File: src/rtl/itv_pkg.sv
package itv_pkg;
    localparam int CNT_W     = 8;
    localparam int PRE_W     = 10;
    localparam int SEL_W     = 3;
    localparam int MIN_SHIFT = 3;
    localparam int DATA_W    = 8;

    localparam int CLR_BIT = 3;
    localparam int SRC_BIT = 4;
    localparam int WDE_BIT = 5;

    typedef struct packed {
        logic             wdt_en;
        logic             src_rc;
        logic             clr;
        logic [SEL_W-1:0] div_sel;
    } ctrl_t;

    // Mask of prescaler bits that must all be ones for a tick at select s.
    function automatic logic [PRE_W-1:0] tick_mask(input logic [SEL_W-1:0] s);
        logic [PRE_W-1:0] m;
        m = '0;
        for (int i = 0; i < PRE_W; i++) begin
            if (i < int'(s) + MIN_SHIFT) m[i] = 1'b1;
        end
        return m;
    endfunction
endpackage

File: src/rtl/itv_ctrl_reg.sv
module itv_ctrl_reg
    import itv_pkg::*;
(
    input  logic              clk,
    input  logic              rst,
    input  logic              wr_en,
    input  logic [DATA_W-1:0] wr_data,
    output ctrl_t             ctrl
);
    always_ff @(posedge clk) begin
        if (rst) begin
            ctrl <= '0;
        end else if (wr_en) begin
            ctrl.div_sel <= wr_data[SEL_W-1:0];
            ctrl.clr     <= wr_data[CLR_BIT];
            ctrl.src_rc  <= wr_data[SRC_BIT];
            ctrl.wdt_en  <= wr_data[WDE_BIT];
        end else begin
            ctrl.clr <= 1'b0;
        end
    end
endmodule

File: src/rtl/itv_prescaler.sv
module itv_prescaler
    import itv_pkg::*;
(
    input  logic             clk,
    input  logic             rst,
    input  logic             main_ce,
    input  logic             rc_ce,
    input  logic             src_rc,
    input  logic [SEL_W-1:0] div_sel,
    input  logic             clr,
    output logic             tick
);
    logic             src_ce;
    logic [PRE_W-1:0] pre;
    logic [PRE_W-1:0] mask;

    assign src_ce = src_rc ? rc_ce : main_ce;
    assign mask   = tick_mask(div_sel);
    assign tick   = src_ce && !clr && ((pre & mask) == mask);

    always_ff @(posedge clk) begin
        if (rst || clr)  pre <= '0;
        else if (src_ce) pre <= pre + PRE_W'(1);
    end
endmodule

File: src/rtl/itv_counter.sv
module itv_counter
    import itv_pkg::*;
(
    input  logic             clk,
    input  logic             rst,
    input  logic             clr,
    input  logic             tick,
    input  logic             irq_ack,
    output logic [CNT_W-1:0] count,
    output logic             irq_flag
);
    logic wrap;
    assign wrap = tick && (&count);

    always_ff @(posedge clk) begin
        if (rst || clr) count <= '0;
        else if (tick)  count <= count + CNT_W'(1);
    end

    always_ff @(posedge clk) begin
        if (rst)          irq_flag <= 1'b0;
        else if (wrap)    irq_flag <= 1'b1;
        else if (irq_ack) irq_flag <= 1'b0;
    end
endmodule

File: src/rtl/itv_top.sv
module itv_top
    import itv_pkg::*;
(
    input  logic              clk,
    input  logic              rst,
    input  logic              main_ce,
    input  logic              rc_ce,
    input  logic              wr_en,
    input  logic [DATA_W-1:0] wr_data,
    output logic [DATA_W-1:0] rd_data,
    input  logic              irq_ack,
    output logic              irq_flag,
    output logic              wdt_tick,
    output logic              wdt_en
);
    ctrl_t            ctrl;
    logic             tick;
    logic [CNT_W-1:0] count;

    itv_ctrl_reg u_ctrl (
        .clk(clk), .rst(rst), .wr_en(wr_en), .wr_data(wr_data), .ctrl(ctrl)
    );

    itv_prescaler u_pre (
        .clk(clk), .rst(rst), .main_ce(main_ce), .rc_ce(rc_ce),
        .src_rc(ctrl.src_rc), .div_sel(ctrl.div_sel), .clr(ctrl.clr), .tick(tick)
    );

    itv_counter u_cnt (
        .clk(clk), .rst(rst), .clr(ctrl.clr), .tick(tick), .irq_ack(irq_ack),
        .count(count), .irq_flag(irq_flag)
    );

    assign rd_data  = DATA_W'(count);
    assign wdt_tick = tick;
    assign wdt_en   = ctrl.wdt_en;
endmodule

File: config.mk
export PLATFORM = sky130hd
export DESIGN_NAME = itv_top
export DESIGN_NICKNAME = d
export VERILOG_FILES = /design/src/rtl/itv_pkg.sv /design/src/rtl/itv_ctrl_reg.sv /design/src/rtl/itv_prescaler.sv /design/src/rtl/itv_counter.sv /design/src/rtl/itv_top.sv
export SDC_FILE = /design/constraint.sdc
export NUM_CORES = 1
export LEC_CHECK = 0
export ABC_AREA = 1
export BUFFER_PORTS_ARGS = -buffer_cell sky130_fd_sc_hd__buf_2
export CORE_ASPECT_RATIO = 1.2
export CORE_MARGIN = 2
export CORE_UTILIZATION = 45
export DETAILED_ROUTE_END_ITERATION = 16
export GPL_ROUTABILITY_DRIVEN = 0
export HOLD_SLACK_MARGIN = 0.08
export PLACE_DENSITY = 0.7
export SYNTH_ARGS = -nofsm -noshare
export SYNTH_HDL_FRONTEND = slang
export SYNTH_HIERARCHICAL = 1
export SYNTH_SLANG_ARGS = --single-unit
File: constraint.sdc
create_clock -name clk -period 3.15 [get_ports clk]
set_input_delay 0.63 -clock clk [delete_from_list [all_inputs] [get_ports clk]]
set_output_delay 0.63 -clock clk [all_outputs]
set_load 0.05 [all_outputs]
==> impl_metrics.env, run 1 <==
export IMPL_dieWidth_um=54.99
export IMPL_whs_endpoint="u_cnt/irq_flag"
export IMPL_clock_latency_ns=0.32
export IMPL_power_switching_uw=159.3
export IMPL_postSynthAreaPerCell_um2=6.685
export IMPL_synthCells=210
export IMPL_ir_worst_vdd_v=0.0003051
export IMPL_final_util_pct=52.36
export IMPL_synth_simple_gate_area_share_pct=37.25
export IMPL_internal_power_uw=404.4
export IMPL_crit_chain="inv_1 -> ha_1 -> inv_1 -> nand2_1 -> nand2_1 -> nand2_1 -> a21oi_1 -> nand3_1 -> nor2_1 -> buf_4 -> buf_2"
export IMPL_comb_power_share_pct=14.7
export IMPL_drv_cap=0
export IMPL_worstHoldStart="u_cnt/irq_flag"
export IMPL_synth_most_common_cell="nand2_1"
export IMPL_cts_root_buf="clkbuf_4"
export IMPL_rsz0062_at_grt="false"
export IMPL_cts_tree="built"
export IMPL_cts_hold_buf=0
export IMPL_overflow=0
export IMPL_synth_area_mm2=0.001404
export IMPL_place_port_buffers=22
export IMPL_diodes=0
export IMPL_p_clk_share_pct=26.4
export IMPL_path_max_fanout=7
export IMPL_switching_share_pct=28.26
export IMPL_synth_warnings=6
export IMPL_critPathCaptureType="primary output"
export IMPL_reg2reg_to="u_cnt/count[7]"
export IMPL_ioPinCount=25
export IMPL_relSlewSlack_pct=73.29
export IMPL_fin_nets=256
export IMPL_pwr_share_seq_pct=58.9
export IMPL_drtPass1Iterations=4
export IMPL_ys_ff_latch=25
export IMPL_power_per_cell_area_mw_per_mm2=355.6
export IMPL_clkSinkCount=25
export IMPL_ys_async_sr_fraction_pct=0
export IMPL_vias=1266
export IMPL_dieArea_mm2=0.003584
export IMPL_clk_pin_slew_ns=0.14
export IMPL_numCtsBuffers=3
export IMPL_post_cts_repair_setup_buffers=0
export IMPL_cpPeakStageDelay_ns=0.42
export IMPL_worst_ep_required_time_ns=2.52
export IMPL_grt_max_degree=16
export IMPL_synth_top_family_by_area="simple AND/OR/NAND/NOR gates"
export IMPL_hold_depth=2
export IMPL_rows=22
export IMPL_setup_tns_ns=0
export IMPL_yosys_area_top_type="dfxtp_1"
export IMPL_r2r_start="u_ctrl/ctrl[0]"
export IMPL_crit_arrival_ns=2.16
export IMPL_p_leak_nw=0.7526
export IMPL_maxSlewViolCount=0
export IMPL_die_height_um=65.19
export IMPL_design_core_area_mm2=0.003028
export IMPL_synth_nets=229
export IMPL_totalWireLength_um=2382
export IMPL_via_per_inst=4.654
export IMPL_synthTopCellsByArea="dfxtp_1, nand2_1, inv_1"
export IMPL_postRouteAntennaNets=0
export IMPL_cp_common_cell="nand2_1"
export IMPL_r2r_slack_ns=1.05
export IMPL_worst_pin_slew_ns=0.4002
export IMPL_place_area_mm2=0.001555
export IMPL_drcViolationCount=0
export IMPL_start_util_pct=46.36
export IMPL_start_kind="register"
export IMPL_cts_max_level=1
export IMPL_clk_path_buf_depth=2
export IMPL_critPathSlowestCell="dfxtp_1"
export IMPL_holdCritPathClass="register to register"
export IMPL_setup_violations=0
export IMPL_grt_first_pass_wirelength_um=4333
export IMPL_synth_compound_area_share_pct=11.32
export IMPL_dp_hpwl_um=1868
export IMPL_grt_use_total_pct=15.73
export IMPL_postLayoutCellArea_mm2=0.001585
export IMPL_max_freq_mhz=358.1
export IMPL_post_cts_resized=0
export IMPL_area_delta_synth_final_pct=12.92
export IMPL_crit_type="register to primary output"
export IMPL_skew_ns=0.0009102
export IMPL_synth_edff_count=0
export IMPL_antenna_found_initial=0
export IMPL_synth_fa_ha_area_share_pct=4.456
export IMPL_hold_violations=0
export IMPL_synthMuxAreaShare_pct=0
export IMPL_synthTopCellsByCount="nand2_1, inv_1, dfxtp_1, nor2_1, a21oi_1"
export IMPL_seq_area_frac_synth_pct=35.65
export IMPL_ys_flop_type="dfxtp_1"
export IMPL_min_period_ns=2.792
export IMPL_drtIter0Drc=24
export IMPL_r2r_cells=15
export IMPL_drive_above_1_share_pct=19.49
export IMPL_synth_xor_area_share_pct=0.6239
export IMPL_synth_top_area_share_pct=35.65
export IMPL_outcome="finished clean"
export IMPL_grt_pass1_vias=1080
export IMPL_wire_per_inst_um=8.757
export IMPL_period_share_pct=88.64
export IMPL_synth_cell_types=20
kinds of logic after synthesis:
kind of cell	count (synthesis)
AO/OA/AOI/OAI	28
XOR/XNOR	1
adder cells (fa/ha/maj)	5
buffers and inverters	38
flip-flops	25
AND/OR/NAND/NOR	113
worst max-delay path: cells and delay by family (launching register included):
family | cells | cell delay (ns)
and+or+nand+nor | 5 | 0.45
adders and majority gates | 1 | 0.23
DFF | 1 | 0.42
AOI/OAI and AO/OA | 1 | 0.15
buffers and inverters | 4 | 0.60
per-layer routing:
metal | vias up | track usage [%] | share of wire, %
li1 | 699 | - | -
met5 | - | 0 | 0
met2 | 19 | 25.74 | 46
met1 | 544 | 20.71 | 50
met3 | 4 | 2.045 | 3.2
met4 | 0 | 5.488 | 1.5
cell type report:
type | instances | area, um2
fillers | 329 | 1443
clock buffers | 3 | 22.52
repair buffers | 23 | 117.6
multi-input cells | 147 | 753.2
inverters | 37 | 138.9
clock inverters | 1 | 7.507
flip-flops and latches | 25 | 500.5
well taps | 36 | 45.04
metrics by stage:
| step | worst slack (ns) | std cells | hold slack, ns | power (mW) |
|---|---|---|---|---|
| 2_1_floorplan | 0.3919 | 210 | 0.4465 | 0.4032 |
| 3_3_place_gp | 0.6476 | 268 | 0.4539 | 0.4219 |
| 3_5_place_dp | 0.6387 | 268 | 0.4587 | 0.4225 |
| 4_1_cts | 0.3364 | 272 | 0.4781 | 0.5736 |
| 5_1_grt | 0.1756 | 272 | 0.4983 | 0.6000 |
| 6_report | 0.3578 | 272 | 0.4722 | 0.5637 |
power groups by stage:
stage / Sequential, mW / Clock (mW) / Combinational, mW
after floorplan: 0.341 / 0 / 0.0625
after global placement: 0.339 / 0 / 0.0831
after detailed placement: 0.339 / 0 / 0.0836
after CTS: 0.332 / 0.158 / 0.0840
after global routing: 0.334 / 0.169 / 0.0975
final: 0.332 / 0.149 / 0.0830
cell usage in the layout (no fill, tap or decap), types with 2 or more instances in the layout:
master	instances
nand2_1	55
inv_1	37
nor2_1	25
dfxtp_1	25
buf_2	22
a21oi_1	17
nand3_1	13
nor2_2	7
o21ai_0	7
ha_1	5
clkbuf_4	3
nand2_2	3
nor2_4	3
nor3_1	3
o21ai_2	2
nand2_4	2
how the worst max path moves through the flow:
stage / to / slack (ns) / startpoint
finish: wdt_tick / 0.36 / u_ctrl/ctrl[0]
global route: wdt_tick / 0.18 / u_ctrl/ctrl[0]
CTS: wdt_tick / 0.34 / u_ctrl/ctrl[0]
detailed placement: wdt_tick / 0.64 / main_ce
global placement: wdt_tick / 0.65 / main_ce
floorplan: u_cnt/count[6] / 0.39 / main_ce
registers in the layout, indices dropped and copies added, names as in the netlist:
signal          flops
u_cnt/count         8
u_pre/pre          10
u_cnt/irq_flag      1
u_ctrl/ctrl         6
Note: power is estimated with default switching activity, not from simulation.
==> inputs of run 2 (changes only) <==
--- a/config.mk
+++ b/config.mk
@@ -12,8 +12,11 @@
 export CORE_UTILIZATION = 45
 export DETAILED_ROUTE_END_ITERATION = 16
 export GPL_ROUTABILITY_DRIVEN = 0
+export GPL_TIMING_DRIVEN = 0
 export HOLD_SLACK_MARGIN = 0.08
+export MAX_ROUTING_LAYER = met4
 export PLACE_DENSITY = 0.7
+export SLEW_MARGIN = 20
 export SYNTH_ARGS = -nofsm -noshare
 export SYNTH_HDL_FRONTEND = slang
 export SYNTH_HIERARCHICAL = 1
==> impl_metrics.env, run 2 (synthesis results as in run 1) <==
export IMPL_internal_power_uw=405.0
export IMPL_setup_tns_ns=0
export IMPL_via_per_inst=4.691
export IMPL_post_cts_repair_setup_buffers=0
export IMPL_grt_use_total_pct=16.73
export IMPL_clk_pin_slew_ns=0.14
export IMPL_clkSinkCount=25
export IMPL_place_port_buffers=22
export IMPL_postRouteAntennaNets=0
export IMPL_fillers=334
export IMPL_largest_reg_flops=10
export IMPL_overflow=0
export IMPL_relSlewSlack_pct=73.12
export IMPL_fin_nets=256
export IMPL_r2r_slack_ns=0.88
export IMPL_ir_worst_vdd_v=0.0002307
export IMPL_totalWireLength_um=2609
export IMPL_place_area_mm2=0.001559
export IMPL_worst_pin_slew_ns=0.4028
export IMPL_final_common_cell="nand2_1"
export IMPL_diodes=0
export IMPL_largest_register="u_pre/pre"
export IMPL_dr_wl_met3_um=98
export IMPL_numCtsBuffers=3
export IMPL_finalNonFillerCells=272
export IMPL_dieWidth_um=54.99
export IMPL_area_delta_synth_final_pct=13.55
export IMPL_drtPass1Iterations=4
export IMPL_routed_top_layer="met4"
export IMPL_vias=1276
export IMPL_clk_path_buf_depth=2
export IMPL_drcViolationCount=0
export IMPL_power_switching_uw=159.9
export IMPL_cpPeakStageDelay_ns=0.42
export IMPL_max_freq_mhz=338.3
export IMPL_power_per_cell_area_mw_per_mm2=354.4
export IMPL_maxSlewViolCount=0
export IMPL_whs_endpoint="u_cnt/irq_flag"
export IMPL_cts_max_level=1
export IMPL_pwr_share_seq_pct=58.8
export IMPL_antenna_found_initial=0
export IMPL_hold_violations=0
export IMPL_wire_per_inst_um=9.592
export IMPL_grt_pass1_vias=1108
export IMPL_critPathCaptureType="primary output"
export IMPL_clock_latency_ns=0.33
export IMPL_wl_met2_um=1253
export IMPL_r2r_start="u_ctrl/ctrl[0]"
export IMPL_drv_cap=0
export IMPL_dieArea_mm2=0.003584
export IMPL_rows=22
export IMPL_multi_input_area_um2=760.7
export IMPL_largestRegisters="u_pre/pre x10, u_cnt/count x8, u_ctrl/ctrl x6"
export IMPL_cts_root_buf="clkbuf_4"
export IMPL_cp_common_cell="nand2_1"
export IMPL_placed_cells=268
export IMPL_grt_first_pass_wirelength_um=4360
export IMPL_critPathSlowestCell="dfxtp_1"
export IMPL_layout_common_cells="nand2_1, inv_1, dfxtp_1"
export IMPL_switching_share_pct=28.31
export IMPL_setup_violations=0
export IMPL_period_share_pct=93.83
export IMPL_crit_type="register to primary output"
export IMPL_hold_depth=2
export IMPL_min_period_ns=2.956
export IMPL_met1_length_um=1203
export IMPL_design_core_area_mm2=0.003028
export IMPL_power_uw=565.0
export IMPL_drive_above_1_share_pct=19.92
export IMPL_seq_area_um2=500.5
export IMPL_postLayoutCellArea_mm2=0.001594
export IMPL_outcome="finished clean"
export IMPL_p_clk_share_pct=25.7
export IMPL_comb_power_share_pct=15.5
export IMPL_die_height_um=65.19
export IMPL_drtIter0Drc=22
export IMPL_start_util_pct=46.36
export IMPL_grt_max_degree=15
export IMPL_path_max_fanout=7
export IMPL_holdCritPathClass="register to register"
export IMPL_p_leak_nw=0.7571
export IMPL_dp_hpwl_um=1961
export IMPL_worst_ep_required_time_ns=2.52
export IMPL_crit_chain="inv_1 -> ha_1 -> inv_1 -> nand2_1 -> nand2_1 -> nand2_1 -> a21oi_1 -> nand3_1 -> nor2_4 -> buf_2"
export IMPL_worstHoldStart="u_cnt/irq_flag"
export IMPL_crit_arrival_ns=2.33
export IMPL_reg2reg_to="u_cnt/count[6]"
export IMPL_cts_tree="built"
export IMPL_ioPinCount=25
export IMPL_skew_ns=0.009565
export IMPL_r2r_cells=14
export IMPL_start_kind="register"
run 2: cell count changes in the layout (fill, tap and decap cells not counted):
cell        previous run  this run
clkinvlp_4             1         0
nor2_1                25        24
buf_4                  1         0
nor2_4                 3         4
clkinv_2               0         1
buf_6                  0         1
run 2: repair_timing:
item / in CTS / in global routing
endpoints found under the setup margin: 1 / 1
gates resized for setup: 1 / 1
hold buffers: 0 / 0
run 2: final cells by class:
type | count | area share (%)
multi-input combinational | 147 | 47.72
clock inverter | 1 | 0.3140
tap | 36 | 2.826
buffer | 1 | 0.7064
inverter | 37 | 8.713
timing repair buffer | 22 | 6.907
sequential | 25 | 31.40
clock buffer | 3 | 1.413
run 2: worst max-delay path by stage:
stage / from / to / slack, ns / cells past startpoint
finish: u_ctrl/ctrl[0] / wdt_tick / 0.19 / 10
CTS: u_ctrl/ctrl[0] / wdt_tick / 0.09 / 10
floorplan: main_ce / u_cnt/count[6] / 0.39 / 11
global placement: main_ce / wdt_tick / 0.32 / 8
detailed placement: main_ce / wdt_tick / 0.35 / 8
global route: u_ctrl/ctrl[0] / wdt_tick / -0.006 / 10
run 2: worst max-delay path, delay by kind of cell (launching register included):
kind	cells	cell delay, ns
DFF	1	0.42
AOI/OAI and AO/OA	1	0.19
and+or+nand+nor	5	0.67
buffers and inverters	3	0.49
adders and majority gates	1	0.23
run 2: power by group through the flow:
stage / Sequential, mW / Clock (mW) / Combinational, mW
final: 0.332 / 0.145 / 0.0877
after global placement: 0.339 / 0 / 0.0846
after global routing: 0.334 / 0.164 / 0.102
after CTS: 0.332 / 0.154 / 0.0876
after detailed placement: 0.339 / 0 / 0.0861
after floorplan: 0.341 / 0 / 0.0625
run 2: stage by stage:
stage | util [%] | setup slack [ns] | hold slack [ns]
floorplan | - | 0.3919 | 0.4465
global placement | 51.49 | 0.3193 | 0.4531
detailed placement | 51.49 | 0.3507 | 0.4587
CTS | 52.48 | 0.08845 | 0.4778
global route | 52.64 | -0.005825 | 0.4982
finish | 52.64 | 0.1943 | 0.4724
run 2: layer usage:
metal,vias to the layer above,GRT usage [%]
li1,700,-
met1,540,19.26
met2,30,27.38
met3,6,2.500
met4,0,8.537
met5,-,-
==> inputs of run 3 (changes only) <==
--- a/config.mk
+++ b/config.mk
@@ -9,13 +9,13 @@
 export BUFFER_PORTS_ARGS = -buffer_cell sky130_fd_sc_hd__buf_2
 export CORE_ASPECT_RATIO = 1.2
 export CORE_MARGIN = 2
-export CORE_UTILIZATION = 45
+export CORE_UTILIZATION = 40
 export DETAILED_ROUTE_END_ITERATION = 16
 export GPL_ROUTABILITY_DRIVEN = 0
 export GPL_TIMING_DRIVEN = 0
 export HOLD_SLACK_MARGIN = 0.08
 export MAX_ROUTING_LAYER = met4
-export PLACE_DENSITY = 0.7
+export PLACE_DENSITY = 0.63
 export SLEW_MARGIN = 20
 export SYNTH_ARGS = -nofsm -noshare
 export SYNTH_HDL_FRONTEND = slang
==> impl_metrics.env, run 3 (synthesis results as in run 1) <==
export IMPL_outcome="finished clean"
export IMPL_antenna_found_initial=0
export IMPL_die_height_um=68.90
export IMPL_critPathSlowestCell="dfxtp_1"
export IMPL_layout_common_cells="nand2_1, inv_1, dfxtp_1"
export IMPL_cpPeakStageDelay_ns=0.40
export IMPL_internal_power_uw=445.2
export IMPL_numCtsBuffers=3
export IMPL_diodes=0
export IMPL_hold_depth=2
export IMPL_rsz0062_at_grt="false"
export IMPL_largest_register="u_pre/pre"
export IMPL_clock_latency_ns=0.27
export IMPL_cp_common_cell="nand2_1"
export IMPL_start_kind="register"
export IMPL_period_share_pct=91.62
export IMPL_start_util_pct=42.05
export IMPL_fin_nets=256
export IMPL_max_freq_mhz=346.5
export IMPL_ir_worst_vdd_v=0.0002145
export IMPL_maxSlewViolCount=0
export IMPL_p_leak_nw=0.7646
export IMPL_top_usage_layer="met2"
export IMPL_setup_tns_ns=0
export IMPL_skew_ns=0.007584
export IMPL_place_port_buffers=22
export IMPL_dieArea_mm2=0.004001
export IMPL_fillers=358
export IMPL_vias=1277
export IMPL_grtUsageMet2_pct=23.44
export IMPL_final_util_pct=48.20
export IMPL_worst_ep_required_time_ns=2.52
export IMPL_worst_pin_slew_ns=0.3806
export IMPL_grtUsageMet1_pct=18.25
export IMPL_largest_reg_flops=10
export IMPL_drive_above_1_share_pct=19.92
export IMPL_critPathCaptureType="primary output"
export IMPL_drtIter0Drc=71
export IMPL_final_common_cell="nand2_1"
export IMPL_hold_violations=0
export IMPL_wire_per_inst_um=9.271
export IMPL_grtUsageMet3_pct=2.239
export IMPL_dieWidth_um=58.08
export IMPL_cts_tree="built"
export IMPL_crit_type="register to primary output"
export IMPL_holdCritPathClass="register to register"
export IMPL_switching_share_pct=26.93
export IMPL_grt_first_pass_wirelength_um=4388
export IMPL_path_max_fanout=7
export IMPL_rows=23
export IMPL_postRouteAntennaNets=0
export IMPL_crit_cells=10
export IMPL_clk_pin_slew_ns=0.09
export IMPL_grt_use_total_pct=14.56
export IMPL_grt_max_degree=15
export IMPL_area_delta_synth_final_pct=14.62
export IMPL_comb_power_share_pct=14.3
export IMPL_cts_root_buf="clkbuf_8"
export IMPL_largestRegisters="u_pre/pre x10, u_cnt/count x8, u_ctrl/ctrl x6"
export IMPL_cts_max_level=1
export IMPL_power_per_cell_area_mw_per_mm2=378.6
export IMPL_drv_cap=0
export IMPL_ioPinCount=25
export IMPL_power_switching_uw=164.1
export IMPL_crit_arrival_ns=2.26
export IMPL_dp_hpwl_um=1912
export IMPL_totalWireLength_um=2531
export IMPL_min_period_ns=2.886
export IMPL_cp_buffers_inverters=3
export IMPL_design_core_area_mm2=0.003338
export IMPL_clk_path_buf_depth=2
export IMPL_critPathTopFamily="simple AND/OR/NAND/NOR gates"
export IMPL_r2r_cells=14
export IMPL_grt_pass1_vias=1064
export IMPL_clkSinkCount=25
export IMPL_relSlewSlack_pct=74.60
export IMPL_overflow=0
export IMPL_p_clk_share_pct=31.4
export IMPL_crit_chain="inv_1 -> ha_1 -> inv_1 -> nand2_1 -> nand2_1 -> nand2_1 -> a21oi_1 -> nand3_1 -> nor2_2 -> buf_2"
export IMPL_pwr_share_seq_pct=54.4
export IMPL_setup_violations=0
export IMPL_drtPass1Iterations=4
export IMPL_drcViolationCount=0
export IMPL_via_per_inst=4.678
-- run 3: final cells by class --
cell class / instances / area, um2 / area share (%)
Clock buffer: 3 / 41.29 / 2.566
Buffer: 1 / 11.26 / 0.6998
Multi-Input combinational cell: 147 / 755.7 / 46.97
Clock inverter: 1 / 5.005 / 0.3110
Sequential cell: 25 / 500.5 / 31.10
Inverter: 37 / 138.9 / 8.631
Timing Repair Buffer: 22 / 110.1 / 6.843
Tap cell: 37 / 46.29 / 2.877
-- run 3: layer usage --
metal	wire length (um)	part of all wire, %
met1	1215	48
met2	1219	48
met3	77	3.0
met4	19	0.75
met5	0	0
-- run 3: what timing repair did --
action,CTS,global route
resized for setup,0,1
endpoints found under the hold margin,0,0
setup endpoints to repair,0,1
hold buffers,0,0
setup buffers,0,0
-- run 3: worst min-delay path, cell delays in order, from the launching register on --
cell and delay, ns:
dfxtp_1 0.32, nand2_1 0.06, a21oi_1 0.05
-- run 3: final timing paths --
path	from	endpoint	slack, ns
setup reg to reg	u_ctrl/ctrl[0]	u_cnt/count[6]	0.90
hold / removal	u_cnt/irq_flag	u_cnt/irq_flag	0.46
hold reg to reg	u_cnt/irq_flag	u_cnt/irq_flag	0.46
setup / recovery	u_ctrl/ctrl[0]	wdt_tick	0.26
-- run 3: power groups by stage --
stage	sequential, mW	combinational, mW	clock (mW)
3_5_place_dp	0.339	0.0856	0
4_1_cts	0.331	0.0870	0.206
2_1_floorplan	0.341	0.0625	0
6_report	0.331	0.0869	0.191
5_1_grt	0.333	0.101	0.214
3_3_place_gp	0.339	0.0854	0
-- run 3: stage by stage --
step                cells  instance area [um2]  total power, mW  setup WS, ns  hold WS [ns]
finish                273                 1609           0.6092        0.2641        0.4635
CTS                   273                 1607           0.6242       0.09810        0.4711
detailed placement    269                 1560           0.4245        0.3699        0.4570
global route          273                 1609           0.6475       0.04627        0.5004
global placement      269                 1560           0.4240        0.3704        0.4508
floorplan             210                 1404           0.4032        0.3919        0.4465
